[src/rtl/dram_addr_mux_pkg.sv]
package dram_addr_mux_pkg;
    typedef enum logic [1:0] {
        ST_ROW  = 2'd0,
        ST_COL  = 2'd1,
        ST_RFSH = 2'd2
    } amux_state_e;
endpackage

[src/rtl/dam_latch.sv]
module dam_latch #(
    parameter int W = 10
) (
    input  logic         clk,
    input  logic         rst_n,
    input  logic         le_i,
    input  logic [W-1:0] d_i,
    output logic [W-1:0] q_o
);
    logic [W-1:0] held_q;

    always_ff @(posedge clk) begin
        if (!rst_n)    held_q <= '0;
        else if (le_i) held_q <= d_i;
    end

    // fall-through while enabled, held value otherwise
    assign q_o = le_i ? d_i : held_q;


    latch_hold_chk: assert property (@(posedge clk) disable iff (!rst_n)
        (!le_i && !$past(le_i)) |-> $stable(q_o));


    latch_capture_chk: assert property (@(posedge clk) disable iff (!rst_n)
        ($past(le_i) && !le_i) |-> (q_o == $past(d_i)));
endmodule

[src/rtl/dam_rfsh_ctr.sv]
module dam_rfsh_ctr #(
    parameter int CNT_W = 9
) (
    input  logic             clk,
    input  logic             rst_n,
    input  logic             inc_i,
    input  logic             clr_n_i,
    output logic [CNT_W-1:0] cnt_o
);
    always_ff @(posedge clk) begin
        if (!rst_n)        cnt_o <= '0;
        else if (!clr_n_i) cnt_o <= '0;
        else if (inc_i)    cnt_o <= cnt_o + 1'b1;
    end


    ctr_clear_chk: assert property (@(posedge clk) disable iff (!rst_n)
        !clr_n_i |=> (cnt_o == '0));


    ctr_hold_chk: assert property (@(posedge clk) disable iff (!rst_n)
        (clr_n_i && !inc_i) |=> $stable(cnt_o));


    ctr_step_chk: assert property (@(posedge clk) disable iff (!rst_n)
        (clr_n_i && inc_i) |=> (cnt_o == $past(cnt_o) + 1'b1));
endmodule

[src/rtl/dram_addr_mux.sv]
module dram_addr_mux
    import dram_addr_mux_pkg::*;
#(
    parameter int ADDR_W = 10,
    parameter int CNT_W  = 9,
    parameter int BANK_W = 2
) (
    input  logic              clk,
    input  logic              rst_n,
    input  logic [ADDR_W-1:0] row_addr,
    input  logic [ADDR_W-1:0] col_addr,
    input  logic [BANK_W-1:0] bank_sel,
    input  logic              addr_strobe,
    input  logic              col_select,
    input  logic              refresh_mode,
    input  logic              rfsh_clr_n,
    output logic [ADDR_W-1:0] mux_addr,
    output logic [BANK_W-1:0] bank_out
);
    localparam int PAD_W = ADDR_W - CNT_W;

    amux_state_e       state_q, state_d;
    logic [ADDR_W-1:0] row_view, col_view, rfsh_view;
    logic [CNT_W-1:0]  rfsh_cnt;
    logic              rfsh_done;

    dam_latch #(.W(ADDR_W)) u_row_lat (
        .clk(clk), .rst_n(rst_n), .le_i(addr_strobe), .d_i(row_addr), .q_o(row_view));
    dam_latch #(.W(ADDR_W)) u_col_lat (
        .clk(clk), .rst_n(rst_n), .le_i(addr_strobe), .d_i(col_addr), .q_o(col_view));
    dam_latch #(.W(BANK_W)) u_bank_lat (
        .clk(clk), .rst_n(rst_n), .le_i(addr_strobe), .d_i(bank_sel), .q_o(bank_out));

    assign rfsh_done = (state_q == ST_RFSH) && !refresh_mode;

    dam_rfsh_ctr #(.CNT_W(CNT_W)) u_ctr (
        .clk(clk), .rst_n(rst_n), .inc_i(rfsh_done), .clr_n_i(rfsh_clr_n), .cnt_o(rfsh_cnt));

    generate
        if (PAD_W > 0) begin : g_pad
            assign rfsh_view = {{PAD_W{1'b0}}, rfsh_cnt};
        end else begin : g_nopad
            assign rfsh_view = rfsh_cnt[ADDR_W-1:0];
        end
    endgenerate

    // next-state selection
    always_comb begin
        if (refresh_mode)    state_d = ST_RFSH;
        else if (col_select) state_d = ST_COL;
        else                 state_d = ST_ROW;
    end

    always_ff @(posedge clk) begin
        if (!rst_n) state_q <= ST_ROW;
        else        state_q <= state_d;
    end

    // output source per state
    always_comb begin
        unique case (state_q)
            ST_ROW:  mux_addr = row_view;
            ST_COL:  mux_addr = col_view;
            ST_RFSH: mux_addr = rfsh_view;
            default: mux_addr = row_view;
        endcase
    end


    rfsh_enter_chk: assert property (@(posedge clk) disable iff (!rst_n)
        refresh_mode |=> (state_q == ST_RFSH));


    col_pick_chk: assert property (@(posedge clk) disable iff (!rst_n)
        (!refresh_mode && col_select) |=> (mux_addr == col_view));


    rfsh_topbit_chk: assert property (@(posedge clk) disable iff (!rst_n)
        (state_q == ST_RFSH) |-> (mux_addr[ADDR_W-1] == 1'b0));
endmodule

[config.mk]
export PLATFORM = sky130hd
export DESIGN_NAME = dram_addr_mux
export DESIGN_NICKNAME = d
export VERILOG_FILES = /design/src/rtl/dram_addr_mux_pkg.sv /design/src/rtl/dam_latch.sv /design/src/rtl/dam_rfsh_ctr.sv /design/src/rtl/dram_addr_mux.sv
export SDC_FILE = /design/constraint.sdc
export NUM_CORES = 1
export LEC_CHECK = 0
export BUFFER_PORTS_ARGS = -buffer_cell sky130_fd_sc_hd__buf_2
export CORE_ASPECT_RATIO = 0.5
export CORE_UTILIZATION = 51
export DETAILED_ROUTE_END_ITERATION = 8
export PLACE_DENSITY = 0.85
export SLEW_MARGIN = 40
export SYNTH_ARGS = -nofsm -noshare
export SYNTH_HDL_FRONTEND = slang
export SYNTH_SLANG_ARGS = --single-unit
[constraint.sdc]
create_clock -name clk -period 1.6 [get_ports clk]
set_input_delay 0.08 -clock clk [delete_from_list [all_inputs] [get_ports clk]]
set_output_delay 0.08 -clock clk [all_outputs]
set_load 0.1 [all_outputs]
==> results.py, run 1 <==
metrics = {
    "sta": {
        "slew_headroom_pct": 69.3,
        "layout_setup_ws_ns": -0.179,
        "layout_min_cycle_time_ns": 1.78,
        "finalCritPeriodShare_pct": 111,
        "rsz0062_at_grt": "true",
        "slew_violations": 0,
        "setup_viol": 13,
        "fmax_mhz": 562,
        "final-hold-violation-count": 0,
        "finalSetupTns_ns": -1.24,
        "clock_skew_ns": 0.00743,
        "worstMarginPinSlew_ns": 0.448,
    },
    "power_and_ir_drop": {
        "p_per_area_nw_per_um2": 1060,
        "combPwrFrac_pct": 32.6,
        "p_switching_mw": 0.855,
        "power.internal_mw": 1.68,
        "p_clk_share_pct": 33.0,
        "power.share.switching_pct": 33.8,
        "leakage_nw": 0.965,
        "vdd_drop_max_uv": 723,
        "seq_power_share_pct": 34.5,
    },
    "critical_path": {
        "cp_slowest_cell": "dfxtp_2",
        "crit_path_end_kind": "output port",
        "worst_setup_path_start_kind": "flip-flop",
        "worst-path-buf-inv": 4,
        "cp_cell_sequence": "inv_2 > ha_4 > buf_8 > a221oi_4 > buf_6 > a21oi_4 > buf_12",
        "cp.required_ns": 1.52,
        "crit_family": "buffers and inverters",
        "slowest_delay_ns": 0.34,
        "crit_fanout": 6,
        "arrival_ns": 1.70,
        "critical_path_class": "flip-flop to output port",
    },
    "routing": {
        "firstDrtPassIters": 4,
        "ant_nets": 0,
        "drt_iter0_drc": 108,
        "vias_per_cell": 6.37,
        "drcViolationCount": 0,
        "wire_per_inst_um": 25.1,
        "vias": 1548,
        "totalWireLength_mm": 6.10,
    },
    "synthesis": {
        "ys_seq_area_share_pct": 44.8,
        "synthesis.area_um2": 1470,
        "synth_cell_types": 25,
        "ys_warn_count": 0,
        "ys_top_cells_by_area": "dfxtp_1 (45%), mux2_2 (9.9%), mux2i_1 (6.8%), and2_1 (5.9%), a221oi_1 (5.3%)",
        "netlist_instances": 149,
        "ys_ff_latch": 33,
        "synth_largest_area_cell": "dfxtp_1",
        "synth_top_area_share_pct": 44.8,
        "syn-num-nets": 180,
        "syn_area_per_cell_um2": 9.89,
    },
    "clock_tree": {
        "clock_latency_ns": 0.29,
        "clockBufferDepth": 2,
        "path_clk_slew_ns": 0.07,
        "cts_buffers": 5,
        "holdBufCountCts": 0,
        "cts_sinks": 33,
        "cts_tree": "yes",
        "clock-root-buffer": "clkbuf_8",
        "h-tree-depth": 2,
    },
    "global_route": {
        "grt_antenna_before_repair": 0,
        "grt_use_met2_pct": 66.8,
        "met3_usage_pct": 10.7,
        "grt_first_pass_wirelength_mm": 8.00,
        "grt-ovfl-total": 0,
        "grt_use_met1_pct": 42.6,
        "grt_max_degree": 26,
        "grt.busiest_layer": "met2",
        "grt_pass1_vias": 1435,
        "grt_usage_pct": 37.2,
    },
    "hold_path": {
        "hp-class": "primary input to flip-flop",
    },
    "cells_and_area": {
        "antenna_cells": 0,
        "multiInputGateArea_um2": 1020,
        "area_growth_pct": 61.6,
        "seq_area_um2": 666,
        "final_cells": 243,
        "final_nets": 236,
        "fillCellCount": 101,
        "final_util_pct": 89.3,
        "final_cell_area_um2": 2380,
        "drive_gt1_share_pct": 55.8,
    },
    "status": {
        "violations": "setup timing",
        "status": "finished with violations",
    },
    "placed_design": {
        "place_inst": 232,
        "io_buffers": 39,
        "dpl-instance-area_um2": 2060,
        "dp_slack_ns": -0.0487,
        "dpl.hpwl_mm": 2.73,
        "gp_congestion": 0.763,
    },
    "floorplan": {
        "coreArea_um2": 2670,
        "start_util_pct": 55.3,
        "die_x_um": 78.0,
        "num_rows": 13,
        "fp.dieH_um": 40.0,
        "die_area_um2": 3120,
        "top_level_ports": 40,
    },
    "flow_run": {
        "cap_violations": 0,
    },
}
worst register-to-register path, cell delays in order (launching register included):
cell	delay, ns
dfxtp_2	0.33
inv_2	0.07
ha_4	0.16
buf_4	0.14
nand4_1	0.22
or4_4	0.54
a21oi_2	0.15
worst paths after layout:
check | from | end | slack (ns) | depth (start not counted)
setup / recovery | state_q[0] | mux_addr[1] | -0.18 | 7
setup reg to reg | state_q[0] | u_ctr.cnt_o[7] | -0.09 | 6
hold reg to reg | u_ctr.cnt_o[8] | u_ctr.cnt_o[8] | 0.56 | 2
hold / removal | col_select | state_q[0] | 0.02 | 3
power by group through the flow:
stage	sequential [mW]	clock [mW]	combinational, mW
2_1_floorplan	0.882	0	0.478
3_3_place_gp	0.883	0	0.719
3_5_place_dp	0.886	0	0.733
4_1_cts	0.870	0.809	0.777
5_1_grt	0.874	0.878	0.843
6_report	0.872	0.835	0.825
cell usage in the layout (no fill, tap or decap), drive strengths merged:
master	count
and2b	1
bufinv	1
or3	3
mux2i	10
nand2	6
o31ai	3
nand3b	2
nor2	4
or4	3
mux2	13
xor2	1
a21oi	15
a221oi	9
dfxtp	33
nand4	1
nand4b	1
o21ai	4
clkbuf	7
inv	4
nor2b	9
and2	14
ha	3
buf	57
nand3	1
xnor2	1
registers in the layout (all words and copies together), names as in the netlist:
signal             count
u_bank_lat.held_q      2
u_row_lat.held_q      10
state_q                2
u_col_lat.held_q      10
u_ctr.cnt_o            9
cells in the mapped netlist:
library cell,instances
nand2_1,6
nand4b_1,1
nand3_1,1
inv_1,4
mux2_2,13
xor2_1,1
clkbuf_1,6
and2b_1,1
nor2_1,4
or3_2,2
a221oi_1,9
or3_1,1
ha_1,3
mux2i_1,10
or4_1,3
o21ai_0,4
nor2b_1,9
a21oi_1,15
and2_1,14
o31ai_1,3
dfxtp_1,33
nand4_1,1
xnor2_1,1
buf_2,2
nand3b_1,2
area by class of cell:
| type | count | area share, % |
|---|---|---|
| Inverter | 4 | 0.630 |
| Tap cell | 37 | 1.94 |
| Sequential cell | 33 | 27.9 |
| Multi-Input combinational cell | 104 | 43.0 |
| Clock buffer | 7 | 3.62 |
| Clock inverter | 1 | 1.26 |
| Timing Repair Buffer | 57 | 21.6 |
what timing repair did:
| action | CTS | global route |
|---|---|---|
| endpoints found under the setup margin | 14 | 15 |
| gates resized for setup | 22 | 18 |
| buffers inserted | 5 | 1 |
| hold endpoints to repair | 0 | 0 |
| pin swaps | 7 | 4 |
per-stage QoR:
step	total power, mW	hold WS, ns
floorplan	1.36	0.152
global placement	1.60	0.313
detailed placement	1.62	0.329
CTS	2.45	0.0269
global route	2.60	0.0247
finish	2.53	0.0181
metal layers:
layer	vias up	routed length, µm
met2	126	2850
li1	646	-
met5	-	0
met4	0	284
met3	34	662
met1	742	2300
logic make-up (layout without fill, tap and decap cells):
family | Yosys count | in the layout | synth area share [%]
AO/OA/AOI/OAI | 31 | 31 | 13.3
XOR/XNOR | 2 | 2 | 1.19
AND/OR/NAND/NOR | 45 | 45 | 18.2
adder cells (fa/ha/maj) | 3 | 3 | 2.55
buffers and inverters | 12 | 69 | 3.23
multiplexers | 23 | 23 | 16.7
flip-flops | 33 | 33 | 44.8
(Power assumes the default switching activity.)
==> inputs of run 2 (changes only) <==
Settings changed: SETUP_SLACK_MARGIN set to 0.05.
==> results.py, run 2 (synthesis results as in run 1) <==
metrics = {
    "status": {
        "status": "finished with violations",
        "violations": "setup timing",
    },
    "hold_path": {
        "hp-class": "primary input to flip-flop",
        "min_path_cells": 3,
        "min_from": "col_select",
        "hold_path_end": "state_q[0]",
    },
    "critical_path": {
        "r2r_end": "u_ctr.cnt_o[6]",
        "crit_path_end_kind": "output port",
        "cp.required_ns": 1.52,
        "arrival_ns": 1.75,
        "worst_setup_path_start_kind": "flip-flop",
        "rrSetupSlack_ns": -0.05,
        "r2r-start": "state_q[0]",
        "critical_path_class": "flip-flop to output port",
        "r2r_cells": 7,
        "crit_fanout": 10,
    },
    "clock_tree": {
        "clock_latency_ns": 0.29,
        "path_clk_slew_ns": 0.07,
        "clock-root-buffer": "clkbuf_8",
        "cts_tree": "yes",
        "h-tree-depth": 2,
        "cts_buffers": 5,
        "clockBufferDepth": 2,
        "cts_sinks": 33,
    },
    "floorplan": {
        "die_x_um": 78.0,
        "die_area_um2": 3120,
        "num_rows": 13,
        "fp.dieH_um": 40.0,
        "start_util_pct": 55.3,
        "top_level_ports": 40,
        "coreArea_um2": 2670,
    },
    "global_route": {
        "grt_antenna_before_repair": 0,
        "grt_usage_pct": 32.8,
        "grt_first_pass_wirelength_mm": 7.09,
        "grt-ovfl-total": 0,
        "grt_max_degree": 26,
        "grt_pass1_vias": 1361,
    },
    "sta": {
        "worstMarginPinSlew_ns": 0.457,
        "slew_violations": 0,
        "finalCritPeriodShare_pct": 114,
        "layout_setup_ws_ns": -0.226,
        "slew_headroom_pct": 68.6,
        "clock_skew_ns": 0.00350,
        "whs_ns": 0.0844,
        "finalSetupTns_ns": -1.50,
        "setup_viol": 13,
        "layout_min_cycle_time_ns": 1.83,
        "fmax_mhz": 548,
        "rsz0062_at_grt": "true",
        "final-hold-violation-count": 0,
    },
    "power_and_ir_drop": {
        "fin_total_pwr_mw": 2.41,
        "leakage_nw": 0.982,
        "vdd_drop_max_uv": 1070,
        "p_per_area_nw_per_um2": 995,
    },
    "routing": {
        "drcViolationCount": 0,
        "ant_nets": 0,
        "firstDrtPassIters": 4,
        "totalWireLength_mm": 5.77,
        "wire_per_inst_um": 23.4,
        "vias_per_cell": 6.26,
        "drt_iter0_drc": 153,
        "vias": 1547,
    },
    "cells_and_area": {
        "seq_area_um2": 664,
        "fillCellCount": 92,
        "reg_top3": "u_col_lat.held_q x10, u_row_lat.held_q x10, u_ctr.cnt_o x9",
        "multiInputGateArea_um2": 1060,
        "antenna_cells": 0,
        "mostFrequentLayoutCell": "dfxtp_1",
        "layout_common_cells": "dfxtp_1 (30), buf_2 (29), buf_4 (18)",
        "area_growth_pct": 64.3,
        "drive_gt1_share_pct": 58.1,
        "final_util_pct": 90.8,
        "final_nets": 240,
    },
    "placed_design": {
        "dpl.hpwl_mm": 2.68,
        "io_buffers": 39,
        "gp_congestion": 0.736,
    },
    "flow_run": {
        "cap_violations": 0,
    },
}
run 2: timing repair:
item,4_1_cts,5_1_grt
hold buffers,0,0
setup endpoints to repair,15,15
gates resized for setup,24,20
setup buffers,5,3
pin swaps,9,10
run 2: critical path: stages (launching register included):
cell      delay (ns)
dfxtp_2         0.34
buf_4           0.15
ha_4            0.24
a221oi_2        0.32
buf_4           0.18
a21oi_4         0.04
buf_12          0.18
run 2: cell type report:
cell class / instances / area share, %
well taps: 37 / 1.91
repair buffers: 61 / 22.0
multi-input cells: 104 / 43.8
inverters: 4 / 0.620
flip-flops and latches: 33 / 27.4
clock buffers: 7 / 3.98
clock inverters: 1 / 0.207
run 2: worst max path at each step:
| stage | from | to | slack, ns | depth (start not counted) |
|---|---|---|---|---|
| 2_1_floorplan | state_q[0] | mux_addr[0] | 0.05 | 5 |
| 3_3_place_gp | state_q[0] | mux_addr[3] | 0.06 | 6 |
| 3_5_place_dp | state_q[0] | mux_addr[4] | -0.03 | 6 |
| 4_1_cts | state_q[0] | mux_addr[8] | -0.07 | 6 |
| 5_1_grt | state_q[0] | mux_addr[2] | -0.25 | 6 |
| 6_report | state_q[0] | mux_addr[2] | -0.23 | 6 |
run 2: report_power, final:
group / switching [mW] / total, mW / internal [mW]
registers: 0.0160 / 0.873 / 0.857
logic: 0.512 / 0.827 / 0.314
clock network: 0.321 / 0.710 / 0.389
total: 0.849 / 2.41 / 1.56
run 2: stage by stage:
step | instance area, µm² | setup WS [ns] | std cells
final | 2420 | -0.226 | 247
after global routing | 2420 | -0.253 | 247
after CTS | 2300 | -0.0680 | 244
after detailed placement | 2050 | -0.0275 | 231
after global placement | 2050 | 0.0588 | 231
after floorplan | 1600 | 0.0516 | 149
run 2: metal layers:
layer | vias to the layer above | global-route usage (%) | part of all wire, %
li1 | 654 | - | -
met1 | 741 | 41.0 | 42
met2 | 121 | 58.6 | 44
met3 | 31 | 8.64 | 10
met4 | 0 | 9.26 | 4.2
met5 | - | 0 | 0
